<file path="src/rtl/wp_pkg.sv">
package wp_pkg;
  localparam int unsigned MOD_EN_BIT = 0;
  localparam int unsigned GSET_BIT   = 1;
  localparam int unsigned GCLR_BIT   = 2;

  typedef struct packed {
    logic any;
    logic rd_hit;
    logic wr_hit;
    logic set_req;
    logic clr_req;
    logic mod_wd;
  } acc_t;
endpackage

</file>
<file path="src/rtl/wp_access_dec.sv">
module wp_access_dec
  import wp_pkg::*;
#(
  parameter int unsigned ADDR_W    = 4,
  parameter int unsigned DATA_W    = 8,
  parameter logic [ADDR_W-1:0] CTRL_ADDR = '0
) (
  input  logic              req_i,
  input  logic              we_i,
  input  logic [ADDR_W-1:0] addr_i,
  input  logic [DATA_W-1:0] wdata_i,
  output acc_t              acc_o
);
  logic hit;
  assign hit = req_i && (addr_i == CTRL_ADDR);

  always_comb begin
    acc_o         = '0;
    acc_o.any     = req_i;
    acc_o.rd_hit  = hit && !we_i;
    acc_o.wr_hit  = hit && we_i;
    acc_o.set_req = acc_o.wr_hit && wdata_i[GSET_BIT];
    acc_o.clr_req = acc_o.wr_hit && wdata_i[GCLR_BIT];
    acc_o.mod_wd  = wdata_i[MOD_EN_BIT];
  end
endmodule

</file>
<file path="src/rtl/wp_arm.sv">
module wp_arm
  import wp_pkg::*;
(
  input  logic clk_i,
  input  logic rst_ni,
  input  acc_t acc_i,
  input  logic locked_i,
  output logic arm_o
);
  // every access re-evaluates; only a read seeing the lock set arms
  always_ff @(posedge clk_i or negedge rst_ni) begin
    if (!rst_ni)        arm_o <= 1'b0;
    else if (acc_i.any) arm_o <= acc_i.rd_hit && locked_i;
  end
endmodule

</file>
<file path="src/rtl/wp_guard.sv">
module wp_guard
  import wp_pkg::*;
(
  input  logic clk_i,
  input  logic rst_ni,
  input  acc_t acc_i,
  input  logic arm_i,
  output logic locked_o
);
  always_ff @(posedge clk_i or negedge rst_ni) begin
    if (!rst_ni)                     locked_o <= 1'b1;
    else if (acc_i.set_req)          locked_o <= 1'b1; // lock wins
    else if (acc_i.clr_req && arm_i) locked_o <= 1'b0;
  end
endmodule

</file>
<file path="src/rtl/wp_prot_field.sv">
module wp_prot_field #(
  parameter int unsigned WIDTH = 1,
  parameter logic [WIDTH-1:0] RST_VAL = '0
) (
  input  logic             clk_i,
  input  logic             rst_ni,
  input  logic             we_i,
  input  logic             permit_i,
  input  logic [WIDTH-1:0] d_i,
  output logic [WIDTH-1:0] q_o
);
  always_ff @(posedge clk_i or negedge rst_ni) begin
    if (!rst_ni)               q_o <= RST_VAL;
    else if (we_i && permit_i) q_o <= d_i;
  end
endmodule

</file>
<file path="src/rtl/wp_ctrl.sv">
module wp_ctrl
  import wp_pkg::*;
#(
  parameter int unsigned ADDR_W    = 4,
  parameter int unsigned DATA_W    = 8,
  parameter logic [ADDR_W-1:0] CTRL_ADDR = 4'h3
) (
  input  logic              clk_i,
  input  logic              rst_ni,
  input  logic              req_i,
  input  logic              we_i,
  input  logic [ADDR_W-1:0] addr_i,
  input  logic [DATA_W-1:0] wdata_i,
  output logic [DATA_W-1:0] rdata_o,
  output logic              wr_permit_o,
  output logic              mod_en_o
);
  acc_t acc;
  logic arm_q;
  logic locked_q;
  logic [DATA_W-1:0] ctrl_val;

  wp_access_dec #(.ADDR_W(ADDR_W), .DATA_W(DATA_W), .CTRL_ADDR(CTRL_ADDR)) i_dec (
    .req_i(req_i), .we_i(we_i), .addr_i(addr_i), .wdata_i(wdata_i), .acc_o(acc)
  );

  wp_arm i_arm (
    .clk_i(clk_i), .rst_ni(rst_ni), .acc_i(acc), .locked_i(locked_q), .arm_o(arm_q)
  );

  wp_guard i_guard (
    .clk_i(clk_i), .rst_ni(rst_ni), .acc_i(acc), .arm_i(arm_q), .locked_o(locked_q)
  );

  assign wr_permit_o = !locked_q;

  wp_prot_field #(.WIDTH(1), .RST_VAL(1'b0)) i_mod_en (
    .clk_i(clk_i), .rst_ni(rst_ni), .we_i(acc.wr_hit), .permit_i(wr_permit_o),
    .d_i(acc.mod_wd), .q_o(mod_en_o)
  );

  always_comb begin
    ctrl_val             = '0;
    ctrl_val[MOD_EN_BIT] = mod_en_o;
    ctrl_val[GSET_BIT]   = locked_q;
    ctrl_val[GCLR_BIT]   = wr_permit_o;
  end

  assign rdata_o = acc.rd_hit ? ctrl_val : '0;
endmodule

</file>
<file path="config.mk">
export PLATFORM = sky130hd
export DESIGN_NAME = wp_ctrl
export DESIGN_NICKNAME = d
export VERILOG_FILES = /design/src/rtl/wp_pkg.sv /design/src/rtl/wp_access_dec.sv /design/src/rtl/wp_arm.sv /design/src/rtl/wp_guard.sv /design/src/rtl/wp_prot_field.sv /design/src/rtl/wp_ctrl.sv
export SDC_FILE = /design/constraint.sdc
export NUM_CORES = 1
export LEC_CHECK = 0
export BUFFER_PORTS_ARGS = -buffer_cell sky130_fd_sc_hd__buf_2
export CAP_MARGIN = 10
export CORE_AREA = 2 2 39 41
export DETAILED_ROUTE_END_ITERATION = 16
export DIE_AREA = 0 0 41 43
export PLACE_DENSITY_LB_ADDON = 0.2
export RECOVER_POWER = 25
export SETUP_SLACK_MARGIN = 0.3
export SLEW_MARGIN = 20
export SYNTH_ARGS = -nofsm -noshare
export SYNTH_HDL_FRONTEND = slang
export SYNTH_SLANG_ARGS = --single-unit
</file>
<file path="constraint.sdc">
create_clock -name clk_i -period 2.4 [get_ports clk_i]
set_clock_uncertainty 0.2 [all_clocks]
set_input_delay 0.72 -clock clk_i [delete_from_list [all_inputs] [get_ports clk_i]]
set_output_delay 0.72 -clock clk_i [all_outputs]
set_load 0.005 [all_outputs]
</file>
==> run_results.csv, run 1 <==
group,metric,value,unit
run_status,status,"finished, violations left",
run_status,violations,"negative setup slack",
power,power,161.9,uW
place,dpl.cell_count,54,
die,dieArea,1763,um2
cts,clk_latency,230,ps
grt,track_usage,0.08258,
sta,post-route-min-period,2416,ps
sta,setup_viol,1,
setup_path,start_kind,"input pin",
logic_synthesis,synthXorXnorAreaFrac,0,
sta,hold_viol,0,
detailed_routing,num_vias,225,
place,place.gp.congestion,0.5858,
sta,tns,-15.82,ps
grt,grt_first_pass_wirelength,903,um
layout,final_util,0.2631,
power,swShare,0.2244,
layout,fin_cells,59,
detailed_routing,ant_nets,0,
layout,diodes,0,
detailed_routing,wl_per_cell,9.576,um
layout,layout-drive-gt1-share,0.6279,
logic_synthesis,synth_top_family_by_area,"simple AND/OR/NAND/NOR gates",
sta,fmax,413.9,MHz
grt,grt_pass1_vias,223,
setup_path,rr_startpoint,"i_guard.locked_o",
sta,drv_slew,0,
cts,cts_sinks,3,
die,die_w,41,um
job,cap_violations,0,
setup_path,crit_chain,"buf_6 > and4bb_2 > nand2_4 > nor3_2 > buf_2",
detailed_routing,drt-initial-drc-count,0,
power,p_switching,36.33,uW
layout,syn_to_final_growth,74.25,%
logic_synthesis,synthAdderAreaFrac,0,
detailed_routing,finalWirelength,565,um
logic_synthesis,yosys-mux-area-fraction,0.05389,
cts,cts.path.max_buffers,2,
detailed_routing,via_per_inst,3.814,
place,io_buffers,15,
power,p_comb_frac,0.134,
place,post-dp-hpwl,455.7,um
setup_path,slowest_stage,"and4bb_2",
setup_path,critPathArrivalTime,1500,ps
logic_synthesis,syn_inst,22,
logic_synthesis,synth-simple-area-share,0.2335,
die,die_y,43,um
logic_synthesis,ys_ff_latch,3,
setup_path,cp-end-kind,"output port",
logic_synthesis,synthDistinctLibCells,15,
cts,h-tree-depth,1,
power,clkPwrFrac,0.541,
setup_path,critPathMaxStageDelay,320,ps
setup_path,crit_start,"addr_i[3]",
logic_synthesis,synth_compound_area_frac,0.1138,
cts,cts_root_buf,"clkbuf_4",
setup_path,worst-path-max-fanout,4,
cts,cts_buffers,3,
die,ios,26,
die,coreArea,1384,um2
hold_path,hold_path.class,"in -> async",
layout,nets,60,
grt,grt_antenna_before_repair,0,
cts,cts_tree,"done",
die,start_util,0.1510,
setup_path,required,1480,ps
grt,grt-ovfl-total,0,
power,pwr-share-seq,0.325,
detailed_routing,firstDrtPassIters,1,
die,rows,14,
detailed_routing,drc,0,
logic_synthesis,yosysWarnings,0,
layout,fillers,154,
power,p_int,125.6,uW
power,leakagePower,0.0001927,uW
sta,post-route-period-util,1.007,
power,p_per_area,444.7,nW/um2
sta,setup_ws,-15.82,ps
power,peakVddDrop,0.3293,mV
setup_path,critPathKind,"in -> out",
logic_synthesis,synth-seq-area-share,0.3653,
cts,cts.clk_slew.worst_paths,30,ps
logic_synthesis,syn_avg_cell_area,9.498,um2
logic_synthesis,syn_area,209.0,um2
grt,grt_max_degree,8,
sta,rsz0062_at_grt,"yes",
## per-layer routing
metal / vias to the layer above / wire length (um) / global-route usage / share of wire
met5: - / 0 / 0 / 0
met4: 0 / 0 / 0.06000 / 0
met3: 0 / 44 / 0.04712 / 0.078
met2: 9 / 289 / 0.1188 / 0.51
met1: 104 / 231 / 0.08442 / 0.41
li1: 112 / - / - / -
## stage by stage
stage | instance area [um2] | setup slack [ps] | hold WS [ps]
floorplan | 241.5 | 179.4 | 224.4
global placement | 314.1 | -17.31 | 318.6
detailed placement | 314.1 | -30.65 | 319.2
CTS | 357.8 | -17.93 | 73.38
global route | 364.1 | -47.85 | 85.11
finish | 364.1 | -15.82 | 91.64
## area by class of cell
class,count,area (um2),share of cell area
clock buffer,4,26.28,0.07216
inverter,2,7.507,0.02062
multi-input combinational,16,125.1,0.3436
tap,16,20.02,0.05498
sequential,3,76.32,0.2096
timing repair buffer,18,108.9,0.2990
## power by group through the flow
| stage | clock network (uW) | logic [uW] | registers (uW) |
|---|---|---|---|
| 5_1_grt | 98.3 | 23.8 | 52.7 |
| 3_5_place_dp | 0 | 18.7 | 53.2 |
| 6_report | 87.7 | 21.7 | 52.6 |
| 3_3_place_gp | 0 | 18.4 | 53.2 |
| 2_1_floorplan | 0 | 11.2 | 53.0 |
| 4_1_cts | 91.2 | 21.4 | 52.6 |
## flip-flops by register name (all words and copies together), names as in the netlist
| register | cells |
|---|---|
| i_mod_en.q_o | 1 |
| i_guard.locked_o | 1 |
| i_arm.arm_o | 1 |
## critical path, delay by kind of cell
family	cells	cell delay, ps
buf+inv	2	220
simple gates	3	550
## cell usage after synthesis
cell type,n,area [um2]
o32ai_1,1,8.760
buf_4,5,37.54
nor3_1,2,10.01
and4_1,1,8.760
nor3b_1,1,7.510
mux2_2,1,11.26
conb_1,1,3.750
a41o_1,1,10.01
dfstp_2,1,26.28
and4bb_2,1,12.51
inv_1,2,7.510
a21oi_1,1,5.000
nand2_1,1,3.750
dfrtp_1,2,50.05
nand4_1,1,6.260
## repair_timing
item                       CTS  global route
hold buffers                 0             0
resized for setup            3             0
setup buffers                0             1
setup endpoints to repair    3             3
pin swaps                    2             2
## cell families after synthesis
logic type | count (synthesis)
simple gates | 7
buf+inv | 7
compound gates | 3
flops | 3
mux | 1
other cells | 1
## path summary, 6_finish.rpt
path | endpoint | slack, ps | cells past startpoint
hold reg to reg | i_arm.arm_o | 320 | 2
min in group clk_i | i_arm.arm_o | 320 | 2
setup / recovery | rdata_o[1] | -20 | 5
setup reg to reg | i_mod_en.q_o | 1010 | 3
hold / removal | i_mod_en.q_o | 90 | 1
max in group asynchronous | i_guard.locked_o | 1690 | 1
## cells in the final DEF (no fill, tap or decap), types with 2 or more instances in the layout
master and instances:
inv_1 2, conb_1 5, clkbuf_1 2, buf_6 2, buf_2 12, clkbuf_4 3
dfrtp_1 2, nor3_2 2, buf_4 3
(Power assumes the default switching activity.)
==> run 2: changes to the inputs <==
--- a/config.mk
+++ b/config.mk
@@ -8,6 +8,7 @@
 export BUFFER_PORTS_ARGS = -buffer_cell sky130_fd_sc_hd__buf_2
 export CAP_MARGIN = 10
 export CORE_AREA = 2 2 39 41
+export CTS_BUF_LIST = sky130_fd_sc_hd__clkbuf_4 sky130_fd_sc_hd__clkbuf_8
 export DETAILED_ROUTE_END_ITERATION = 16
 export DIE_AREA = 0 0 41 43
 export PLACE_DENSITY_LB_ADDON = 0.2
==> run_results.csv, run 2 (synthesized netlist as in run 1, its figures left out) <==
group,metric,value,unit
layout,mostFrequentLayoutCells,"buf_2 (12), conb_1 (5), clkbuf_4 (4), buf_4 (3)",
layout,fillers,152,
detailed_routing,firstDrtPassIters,1,
layout,nets,60,
die,coreArea,1384,um2
setup_path,slowest_stage,"and4bb_2",
cts,cts_sinks,3,
setup_path,worst-path-max-fanout,4,
layout,top_regs,"i_arm.arm_o (1), i_guard.locked_o (1), i_mod_en.q_o (1)",
power,p_per_area,471.3,nW/um2
cts,clk_latency,230,ps
setup_path,critPathArrivalTime,1500,ps
die,start_util,0.1510,
sta,post-route-min-period,2416,ps
power,peakVddDrop,0.3306,mV
detailed_routing,finalWirelength,567,um
grt,grt-ovfl-total,0,
die,die_y,43,um
hold_path,hold_path.class,"in -> async",
detailed_routing,wl_per_cell,9.610,um
detailed_routing,via_per_inst,3.814,
sta,drv_slew,0,
power,leakagePower,0.0001961,uW
place,post-dp-hpwl,455.7,um
setup_path,cp-end-kind,"output port",
sta,hold_viol,0,
die,die_w,41,um
detailed_routing,drt-initial-drc-count,0,
die,ios,26,
grt,grt_antenna_before_repair,0,
layout,multi_input_area,125.1,um2
detailed_routing,num_vias,225,
cts,cts.clk_slew.worst_paths,30,ps
setup_path,start_kind,"input pin",
place,dpl.cell_count,54,
setup_path,critPathKind,"in -> out",
sta,post-route-period-util,1.007,
cts,h-tree-depth,1,
sta,rsz0062_at_grt,"yes",
setup_path,critPathMaxStageDelay,320,ps
sta,setup_ws,-15.82,ps
layout,fin_cells,59,
sta,hold_ws,90.90,ps
detailed_routing,drc,0,
setup_path,rr_startpoint,"i_guard.locked_o",
setup_path,regToRegSetupSlack,1010,ps
setup_path,r2r-end,"i_mod_en.q_o",
layout,seq_area,76.32,um2
sta,setup_viol,1,
run_status,status,"finished, violations left",
die,rows,14,
detailed_routing,ant_nets,0,
grt,grt_max_degree,8,
sta,fmax,413.9,MHz
place,io_buffers,15,
cts,cts_root_buf,"clkbuf_4",
place,place.gp.congestion,0.5858,
grt,track_usage,0.08258,
job,cap_violations,0,
grt,grt_pass1_vias,223,
layout,syn_to_final_growth,76.05,%
cts,cts.path.max_buffers,2,
power,power,173.4,uW
layout,layout-drive-gt1-share,0.6512,
layout,final_common_cell,"buf_2",
run_status,violations,"negative setup slack",
die,dieArea,1763,um2
cts,cts_tree,"done",
setup_path,required,1480,ps
setup_path,rr_worst_depth,3,
layout,diodes,0,
setup_path,crit_chain,"buf_6 > and4bb_2 > nand2_4 > nor3_2 > buf_2",
grt,grt_first_pass_wirelength,903,um
cts,cts_buffers,3,
-- run 2: report_power, final --
part           switching (uW)  leakage, uW  internal, uW
clock                    25.6    0.0000184          73.5
sequential              0.515    0.0000383          52.1
combinational            10.4     0.000139          11.3
-- run 2: stage by stage --
step	setup WS (ps)	setup TNS, ps	cell area [um2]	utilization
after floorplan	179.4	0	241.5	-
after global placement	-17.31	-17.31	314.1	0.2269
after detailed placement	-30.65	-30.65	314.1	0.2269
after CTS	-17.93	-34.05	361.6	0.2613
after global routing	-47.85	-94.11	367.9	0.2658
final	-15.82	-15.82	367.9	0.2658
-- run 2: layer usage --
layer	share of wire	vias to the layer above	global-route usage
li1	-	112	-
met1	0.41	104	0.08442
met2	0.51	9	0.1188
met3	0.078	0	0.04712
met4	0	0	0.06000
met5	0	-	0
-- run 2: final cells by class --
class                           instances  share of cell area
Inverter                                2             0.02041
Multi-Input combinational cell         16              0.3401
Sequential cell                         3              0.2075
Timing Repair Buffer                   18              0.2959
Tap cell                               16             0.05442
Clock buffer                            4             0.08163
-- run 2: how the worst max path moves through the flow --
stage,startpoint,to,depth (start not counted)
5_1_grt,addr_i[3],rdata_o[1],5
6_report,addr_i[3],rdata_o[1],5
3_3_place_gp,addr_i[2],rdata_o[0],5
2_1_floorplan,addr_i[2],rdata_o[0],3
3_5_place_dp,addr_i[2],rdata_o[0],5
4_1_cts,addr_i[2],rdata_o[1],5
-- run 2: worst max-delay path, delay by kind of cell --
kind	cells	cell delay [ps]
buffers and inverters	2	220
and+or+nand+nor	3	550
-- run 2: repair_timing --
item	CTS	global route
hold buffers	0	0
buffers inserted	0	1
endpoints found under the setup margin	3	3
gates resized for setup	3	0
pin swaps	2	2
==> run 3: changes to the inputs <==
--- a/config.mk
+++ b/config.mk
@@ -7,10 +7,10 @@
 export LEC_CHECK = 0
 export BUFFER_PORTS_ARGS = -buffer_cell sky130_fd_sc_hd__buf_2
 export CAP_MARGIN = 10
-export CORE_AREA = 2 2 39 41
+export CORE_AREA = 5 5 42 44
 export CTS_BUF_LIST = sky130_fd_sc_hd__clkbuf_4 sky130_fd_sc_hd__clkbuf_8
 export DETAILED_ROUTE_END_ITERATION = 16
-export DIE_AREA = 0 0 41 43
+export DIE_AREA = 0 0 47 49
 export PLACE_DENSITY_LB_ADDON = 0.2
 export RECOVER_POWER = 25
 export SETUP_SLACK_MARGIN = 0.3
==> run_results.csv, run 3 (synthesized netlist as in run 1, its figures left out) <==
group,metric,value,unit
grt,grt_max_degree,8,
sta,hold_viol,0,
setup_path,worst-path-max-fanout,4,
sta,post-route-min-period,2386,ps
layout,top_regs,"i_arm.arm_o (1), i_guard.locked_o (1), i_mod_en.q_o (1)",
die,die_w,47,um
detailed_routing,firstDrtPassIters,1,
job,cap_violations,0,
cts,clk_latency,230,ps
power,leakagePower,0.0002032,uW
setup_path,start_kind,"input pin",
power,p_int,137.0,uW
setup_path,required,1480,ps
place,place.gp.congestion,0.6948,
die,dieArea,2303,um2
cts,cts_tree,"done",
grt,grt_first_pass_wirelength,945,um
power,p_switching,36.62,uW
layout,syn_to_final_growth,79.64,%
cts,cts.path.max_buffers,2,
setup_path,critPathArrivalTime,1470,ps
place,post-dp-hpwl,530.8,um
power,power,173.6,uW
grt,grt-ovfl-total,0,
layout,fillers,168,
sta,post-route-period-util,0.9942,
detailed_routing,finalWirelength,670,um
setup_path,cp-end-kind,"output port",
cts,h-tree-depth,1,
detailed_routing,drt-initial-drc-count,0,
die,ios,26,
grt,grt_antenna_before_repair,0,
sta,drv_slew,0,
cts,cts_sinks,3,
power,swShare,0.2109,
cts,cts_buffers,3,
power,pwr-share-seq,0.303,
setup_path,rr_worst_depth,3,
die,rows,14,
die,die_y,49,um
setup_path,critPathKind,"in -> out",
detailed_routing,ant_nets,0,
cts,cts_root_buf,"clkbuf_4",
grt,track_usage,0.06276,
sta,setup_viol,0,
die,coreArea,1401,um2
grt,grt_pass1_vias,205,
layout,nets,61,
sta,rsz0062_at_grt,"yes",
setup_path,regToRegSetupSlack,1000,ps
sta,tns,0,ps
power,peakVddDrop,0.2055,mV
detailed_routing,num_vias,220,
cts,cts.clk_slew.worst_paths,40,ps
power,p_comb_frac,0.128,
layout,mostFrequentLayoutCells,"buf_2 (12), conb_1 (5), clkbuf_4 (4), buf_4 (4)",
setup_path,r2r-end,"i_mod_en.q_o",
detailed_routing,wl_per_cell,11.17,um
detailed_routing,via_per_inst,3.667,
layout,layout-drive-gt1-share,0.6591,
layout,diodes,0,
die,start_util,0.1491,
power,clkPwrFrac,0.569,
sta,fmax,419.1,MHz
power,p_per_area,462.5,nW/um2
setup_path,rr_startpoint,"i_guard.locked_o",
detailed_routing,drc,0,
place,io_buffers,15,
hold_path,hold_path.class,"in -> async",
layout,final_common_cell,"buf_2",
run_status,status,"finished clean",
==> run 3: cell count changes in the layout (fill, tap and decap cells not counted), sizes merged <==
cell	delta
buf	+1
==> run 3: cell type report <==
type                       count  area (um2)  share of cell area
clock buffer                   4       30.03             0.08000
tap                           16       20.02             0.05333
inverter                       2       7.507             0.02000
sequential                     3       76.32              0.2033
timing repair buffer          19       116.4              0.3100
multi-input combinational     16       125.1              0.3333
==> run 3: how the worst max path moves through the flow <==
stage	start	endpoint	cells after the start
after CTS	addr_i[3]	rdata_o[2]	5
after floorplan	addr_i[2]	rdata_o[0]	3
final	addr_i[3]	rdata_o[2]	5
after detailed placement	addr_i[2]	rdata_o[0]	5
after global placement	addr_i[2]	rdata_o[0]	5
after global routing	addr_i[3]	rdata_o[0]	5
==> run 3: what timing repair did <==
action	in CTS	in global routing
setup buffers	2	0
hold buffers	0	0
gates resized for setup	3	0
setup endpoints to repair	3	3
pin swaps	4	1
==> run 3: per-stage QoR <==
step	cells	instance area (um2)	setup slack, ps	utilization	hold slack, ps
final	60	375.4	13.94	0.2679	92.77
after global routing	60	375.4	-44.82	0.2679	83.98
after CTS	60	376.6	6.077	0.2688	66.87
after detailed placement	54	314.1	-14.55	0.2241	320.4
after global placement	54	314.1	-18.07	0.2241	319.7
after floorplan	26	241.5	179.4	-	224.4
==> run 3: routing by layer <==
| metal | global-route usage | routed length [um] | vias up |
|---|---|---|---|
| li1 | - | - | 115 |
| met1 | 0.09051 | 318 | 89 |
| met2 | 0.05882 | 240 | 16 |
| met3 | 0.03690 | 111 | 0 |
| met4 | 0.05530 | 0 | 0 |
| met5 | 0 | 0 | - |
==> run 3: critical path, cell delays in order <==
cell and delay [ps]:
buf_6 90, and4bb_2 320, nand2_4 70, nor3_2 140, buf_2 130
==> run 3: power by group through the flow <==
stage	combinational [uW]	clock, uW	sequential, uW
floorplan	11.2	0	53.0
global placement	18.9	0	53.2
detailed placement	18.7	0	53.2
CTS	22.3	106	52.6
global route	24.3	115	52.6
finish	22.2	98.8	52.6
